File: config.mk
export PLATFORM = sky130hd
export DESIGN_NAME = scratch_mailbox
export DESIGN_NICKNAME = d
export VERILOG_FILES = /design/src/rtl/smbx_pkg.sv /design/src/rtl/smbx_decode.sv /design/src/rtl/smbx_regfile.sv /design/src/rtl/smbx_irq.sv /design/src/rtl/scratch_mailbox.sv
export SDC_FILE = /design/constraint.sdc
export NUM_CORES = 1
export LEC_CHECK = 0
export ABC_AREA = 1
export BUFFER_PORTS_ARGS = -buffer_cell sky130_fd_sc_hd__buf_2
export CAP_MARGIN = 20
export CORE_AREA = 2 2 117 119
export CTS_CLUSTER_DIAMETER = 80
export DETAILED_ROUTE_END_ITERATION = 6
export DIE_AREA = 0 0 119 121
export GPL_TIMING_DRIVEN = 0
export SLEW_MARGIN = 20
export SYNTH_ARGS = -nofsm -noshare
export SYNTH_HDL_FRONTEND = slang
export SYNTH_SLANG_ARGS = --single-unit
File: constraint.sdc
create_clock -name clk -period 1.3 [get_ports clk]
set_clock_uncertainty 0.1 [all_clocks]
set_input_delay 0.065 -clock clk [delete_from_list [all_inputs] [get_ports clk]]
set_output_delay 0.065 -clock clk [all_outputs]
set_load 0.005 [all_outputs]
File: src/rtl/smbx_pkg.sv
package smbx_pkg;

  localparam int unsigned SMBX_NREG = 2;

  // Offset of the read verb of word r from the verb base.
  function automatic int unsigned read_slot(int unsigned r, int unsigned nbyte);
    return r * (nbyte + 1);
  endfunction

  // Offset of the byte-b write verb of word r from the verb base.
  function automatic int unsigned write_slot(int unsigned r, int unsigned b, int unsigned nbyte);
    return r * (nbyte + 1) + 1 + b;
  endfunction

  // True when a new top bit differs from the stored one.
  function automatic logic bit_flipped(logic old_b, logic new_b);
    return old_b ^ new_b;
  endfunction

endpackage

File: src/rtl/smbx_decode.sv
module smbx_decode import smbx_pkg::*; #(
  parameter int unsigned VERB_W    = 12,
  parameter int unsigned NBYTE     = 4,
  parameter logic [11:0] VERB_BASE = 12'hFA6,
  parameter logic [11:0] INTR_VERB = 12'hF80
) (
  input  logic                       verb_valid,
  input  logic [VERB_W-1:0]          verb_id,
  output logic [SMBX_NREG-1:0]       rd_en,
  output logic [SMBX_NREG*NBYTE-1:0] wr_en,
  output logic                       kick_hit,
  output logic                       unknown
);
  localparam int unsigned SPAN = SMBX_NREG * (NBYTE + 1);

  logic [VERB_W-1:0] off;
  logic              in_window;

  assign off       = verb_id - VERB_W'(VERB_BASE);
  assign in_window = (off < VERB_W'(SPAN));
  assign kick_hit  = verb_valid && (verb_id == VERB_W'(INTR_VERB));
  assign unknown   = verb_valid && !in_window && !kick_hit;

  for (genvar r = 0; r < SMBX_NREG; r++) begin : g_word
    localparam int unsigned RD_OFF = read_slot(r, NBYTE);
    assign rd_en[r] = verb_valid && (off == VERB_W'(RD_OFF));
    for (genvar b = 0; b < NBYTE; b++) begin : g_byte
      localparam int unsigned WR_OFF = write_slot(r, b, NBYTE);
      assign wr_en[r*NBYTE+b] = verb_valid && (off == VERB_W'(WR_OFF));
    end
  end
endmodule

File: src/rtl/smbx_regfile.sv
module smbx_regfile import smbx_pkg::*; #(
  parameter int unsigned NBYTE  = 4,
  parameter int unsigned BYTE_W = 8
) (
  input  logic                              clk,
  input  logic                              rst_n,
  input  logic [SMBX_NREG*NBYTE-1:0]        wr_en,
  input  logic [BYTE_W-1:0]                 wr_byte,
  output logic [SMBX_NREG*NBYTE*BYTE_W-1:0] words
);
  for (genvar i = 0; i < SMBX_NREG*NBYTE; i++) begin : g_lane
    always_ff @(posedge clk or negedge rst_n) begin
      if (!rst_n)        words[i*BYTE_W +: BYTE_W] <= '0;
      else if (wr_en[i]) words[i*BYTE_W +: BYTE_W] <= wr_byte;
    end
  end
endmodule

File: src/rtl/smbx_irq.sv
module smbx_irq import smbx_pkg::*; (
  input  logic clk,
  input  logic rst_n,
  input  logic legacy_mode,
  input  logic top_wr,
  input  logic top_new,
  input  logic top_old,
  input  logic kick_hit,
  input  logic kick_nonzero,
  input  logic irq_ack,
  output logic irq_event,
  output logic irq_pulse,
  output logic irq_pending
);
  logic toggle_evt;
  logic kick_evt;

  assign toggle_evt = top_wr && bit_flipped(top_old, top_new);
  assign kick_evt   = kick_hit && kick_nonzero;
  assign irq_event  = legacy_mode ? toggle_evt : kick_evt;

  always_ff @(posedge clk or negedge rst_n) begin
    if (!rst_n) begin
      irq_pulse   <= 1'b0;
      irq_pending <= 1'b0;
    end else begin
      irq_pulse <= irq_event;
      if (irq_event)    irq_pending <= 1'b1;
      else if (irq_ack) irq_pending <= 1'b0;
    end
  end
endmodule

File: src/rtl/scratch_mailbox.sv
module scratch_mailbox import smbx_pkg::*; #(
  parameter int unsigned VERB_W    = 12,
  parameter int unsigned BYTE_W    = 8,
  parameter int unsigned NBYTE     = 4,
  parameter logic [11:0] VERB_BASE = 12'hFA6,
  parameter logic [11:0] INTR_VERB = 12'hF80,
  localparam int unsigned REG_W    = NBYTE * BYTE_W
) (
  input  logic              clk,
  input  logic              rst_n,
  input  logic              verb_valid,
  input  logic [VERB_W-1:0] verb_id,
  input  logic [BYTE_W-1:0] verb_data,
  input  logic              legacy_mode,
  input  logic              irq_ack,
  output logic              rsp_valid,
  output logic [REG_W-1:0]  rsp_data,
  output logic              irq_pulse,
  output logic              irq_pending,
  output logic [REG_W-1:0]  scratch0_out,
  output logic [REG_W-1:0]  scratch1_out
);
  logic [SMBX_NREG-1:0]       rd_en;
  logic [SMBX_NREG*NBYTE-1:0] wr_en;
  logic                       kick_hit;
  logic                       verb_unknown;
  logic                       irq_event;
  logic [SMBX_NREG*REG_W-1:0] words;
  logic [REG_W-1:0]           rd_word;

  smbx_decode #(
    .VERB_W(VERB_W), .NBYTE(NBYTE), .VERB_BASE(VERB_BASE), .INTR_VERB(INTR_VERB)
  ) u_dec (
    .verb_valid(verb_valid), .verb_id(verb_id), .rd_en(rd_en),
    .wr_en(wr_en), .kick_hit(kick_hit), .unknown(verb_unknown)
  );

  smbx_regfile #(.NBYTE(NBYTE), .BYTE_W(BYTE_W)) u_regs (
    .clk(clk), .rst_n(rst_n), .wr_en(wr_en), .wr_byte(verb_data), .words(words)
  );

  smbx_irq u_irq (
    .clk(clk), .rst_n(rst_n), .legacy_mode(legacy_mode),
    .top_wr(wr_en[NBYTE-1]), .top_new(verb_data[BYTE_W-1]),
    .top_old(words[REG_W-1]), .kick_hit(kick_hit),
    .kick_nonzero(|verb_data), .irq_ack(irq_ack),
    .irq_event(irq_event), .irq_pulse(irq_pulse), .irq_pending(irq_pending)
  );

  always_comb begin
    rd_word = '0;
    for (int r = 0; r < SMBX_NREG; r++)
      if (rd_en[r]) rd_word = words[r*REG_W +: REG_W];
  end

  always_ff @(posedge clk or negedge rst_n) begin
    if (!rst_n) begin
      rsp_valid <= 1'b0;
      rsp_data  <= '0;
    end else begin
      rsp_valid <= verb_valid;
      rsp_data  <= rd_word;
    end
  end

  assign scratch0_out = words[0 +: REG_W];
  assign scratch1_out = words[REG_W +: REG_W];
endmodule

==> results.yml <==
critical_path:
  cp-start-kind: "input port"
  cp_slowest_cell: "nor4_4"
  cp_cell_sequence: "buf_8 > ha_4 > xor2_2 > nand2_1 > nor4_4 > buf_4 > buf_6 > buf_8 > nand3_1 > nand2_1"
  path_buf_inv: 4
  reg2reg_slack_ns: 0.21
  reg2reg_to: "u_irq.irq_pulse$_DFF_PN0_"
  cp.depth: 10
  crit_required_ns: 1.48
  crit_path_start: "verb_id[2]"
  r2r_start: "u_regs.words[31]$_DFFE_PN0P_"
  cp_data_arrival_time_ns: 1.62
  cp_top_family: "simple AND/OR/NAND/NOR gates"
  endpoint_kind: "flip-flop"
  r2r.worst_path.cells: 5
  crit_fanout: 5
  path_class: "in2reg"
  cpPeakStageDelay_ns: 0.33
  critPathCapture: "rsp_data[8]$_DFF_PN0_"
placement:
  port_buffers: 123
  dp_hpwl_mm: 10.2
  dpl_cell_area_um2: 6040
  dp.cells: 956
  place.gp.congestion: 0.837
  dpl_worst_slack_ns: -0.870
outcome:
  violations: "setup timing"
  status: "finished, violations left"
pwr:
  clockPowerShare: 0.423
  swShare: 0.256
  leakagePower_uw: 0.00409
  max-vdd-ir-drop_mv: 0.564
  finalPower_uw: 7000
  internal_power_uw: 5210
  switchingPower_uw: 1800
  power-per-cell-area_nw_per_um2: 915
  pwr-share-comb: 0.132
  seqPwrFrac: 0.445
sta:
  setup_viol: 96
  fin_ws_ns: -0.137
  finalSetupTns_ns: -7.54
  tightestPinTransition_ns: 0.532
  slew_headroom: 0.645
  layout_min_cycle_time_ns: 1.44
  period_share: 1.11
  hold_viol_final: 0
  fmax_mhz: 696
  finalMaxSlewViolations: 0
  rsz0062_at_grt: "true"
finish:
  regArea_um2: 2480
  fin_cells: 1033
  fillers: 1155
  multi_input_area_um2: 2420
  most-common-layout-cells: "nand2_1, inv_1, buf_2, dfrtp_1, nand3_1"
  drive_gt1_frac: 0.368
  nNetsFinal: 878
  n_antenna_cell: 0
  fin_area_um2: 7660
  area_delta_synth_final_pct: 49.4
  mostFrequentLayoutCell: "nand2_1"
logic_synthesis:
  synth_seq_cells: 99
  syn_area_per_cell_um2: 7.81
  syn_inst: 656
  yosys.cell_types.count: 27
  synth_edf_count: 0
  synthFlopType: "dfrtp_1"
  synth.yosys.seq_area_share: 0.483
  syn_area_um2: 5130
  syn_nets: 682
  yosys_warnings: 0
  synthArstFlopShare: 1.00
grt:
  antenna_found_initial: 0
  grt_pass1_wl_mm: 24.9
  grt_max_degree: 72
  track_usage: 0.220
  gr-total-overflow: 0
  grt_pass1_vias: 4728
floorplan:
  dieArea_um2: 14400
  fp.dieW_um: 119
  start_util: 0.392
  ioPinCount: 124
  design.core.area_um2: 13100
  rows: 42
  dieHeight_um: 121
run:
  cap_violations: 0
clock_tree:
  h-tree-depth: 3
  path_clk_slew_ns: 0.07
  numCtsBuffers: 9
  cts_tree: "built"
  clock_sinks: 99
  clock_latency_ns: 0.34
  clk_path_buf_depth: 2
  root_buffer: "clkbuf_16"
route:
  wl_per_cell_um: 15.7
  drc: 0
  routed_wl_mm: 16.2
  vias_per_cell: 4.86
  dr.pass1.iters: 5
  drtAntennaViolNets: 0
  drt_iter0_markers: 430
  via_count: 5023
worst_hold_path:
  min_path_type: "in2reg"
-- logic make-up (layout without fill, tap and decap cells) --
family / Yosys count / count (layout) / share of synthesized area
flip-flops: 99 / 99 / 0.483
AO/OA/AOI/OAI: 3 / 3 / 0.00561
buffers and inverters: 164 / 364 / 0.127
XOR/XNOR: 3 / 3 / 0.00513
adder cells (fa/ha/maj): 1 / 1 / 0.00244
AND/OR/NAND/NOR: 386 / 387 / 0.377
-- power by group through the flow --
| stage | Clock [uW] | Combinational [uW] | Sequential (uW) |
|---|---|---|---|
| 3_3_place_gp | 0 | 559 | 3170 |
| 5_1_grt | 3160 | 982 | 3120 |
| 2_1_floorplan | 0 | 320 | 3170 |
| 4_1_cts | 3030 | 794 | 3110 |
| 3_5_place_dp | 0 | 582 | 3170 |
| 6_report | 2970 | 924 | 3120 |
-- worst register-to-register path, stage by stage (launching register included) --
cell,delay (ns)
dfrtp_1,0.44
nand2_1,0.09
nand2_1,0.05
nor2_1,0.18
nand3_4,0.11
nand2_1,0.07
-- metal layers --
| metal | up-vias | global-route usage | wire length (um) |
|---|---|---|---|
| met4 | 0 | 0.0714 | 347 |
| met1 | 2385 | 0.294 | 7040 |
| met2 | 163 | 0.370 | 8110 |
| met5 | - | 0 | 0 |
| li1 | 2448 | - | - |
| met3 | 27 | 0.0301 | 743 |
-- how the worst min path moves through the flow --
stage / depth (start not counted) / start / to
5_1_grt: 4 / verb_id[5] / u_irq.irq_pulse$_DFF_PN0_
2_1_floorplan: 0 / rst_n / rsp_data[0]$_DFF_PN0_
4_1_cts: 3 / verb_data[6] / u_regs.words[30]$_DFFE_PN0P_
3_3_place_gp: 1 / verb_valid / rsp_valid$_DFF_PN0_
3_5_place_dp: 1 / rst_n / rsp_data[23]$_DFF_PN0_
6_report: 4 / verb_id[5] / u_irq.irq_pulse$_DFF_PN0_
-- synth_stat cells (2+ instances only) --
library cell | instances | area [um^2]
buf_1 | 2 | 7.51
buf_2 | 18 | 90.1
buf_4 | 3 | 22.5
clkbuf_1 | 2 | 7.51
dfrtp_1 | 99 | 2480
inv_1 | 135 | 507
inv_2 | 4 | 15.0
nand2_1 | 197 | 739
nand3_1 | 115 | 576
nand3_4 | 7 | 123
nand4_1 | 37 | 231
nor2_1 | 13 | 48.8
nor2_2 | 2 | 12.5
nor3_4 | 8 | 130
xor2_1 | 2 | 17.5
-- sequential cells by signal, summed over array words and instances, names as in the netlist --
name	count
rsp_data	32
rsp_valid	1
u_irq.irq_pulse	1
u_irq.irq_pending	1
u_regs.words	64
-- repair_timing --
action | CTS | global route
hold buffers | 12 | 1
gates resized for setup | 96 | 76
cloned | 8 | 3
buffers inserted | 28 | 10
endpoints found under the hold margin | 110 | 1
setup endpoints to repair | 98 | 98
pin swaps | 52 | 33
-- through the flow --
step	util	hold WS, ns
after global placement	0.459	0.117
final	0.585	0.0488
after floorplan	-	-0.331
after global routing	0.585	0.0722
after detailed placement	0.462	-0.138
after CTS	0.552	-0.139
-- cell type report --
type,count,area share
clock buffer,11,0.0317
multi-input combinational,394,0.315
sequential,99,0.323
inverter,139,0.0689
buffer,25,0.0392
timing repair buffer,184,0.181
tap,176,0.0288
clock inverter,5,0.0111
Note: power is estimated with default switching activity, not from simulation.
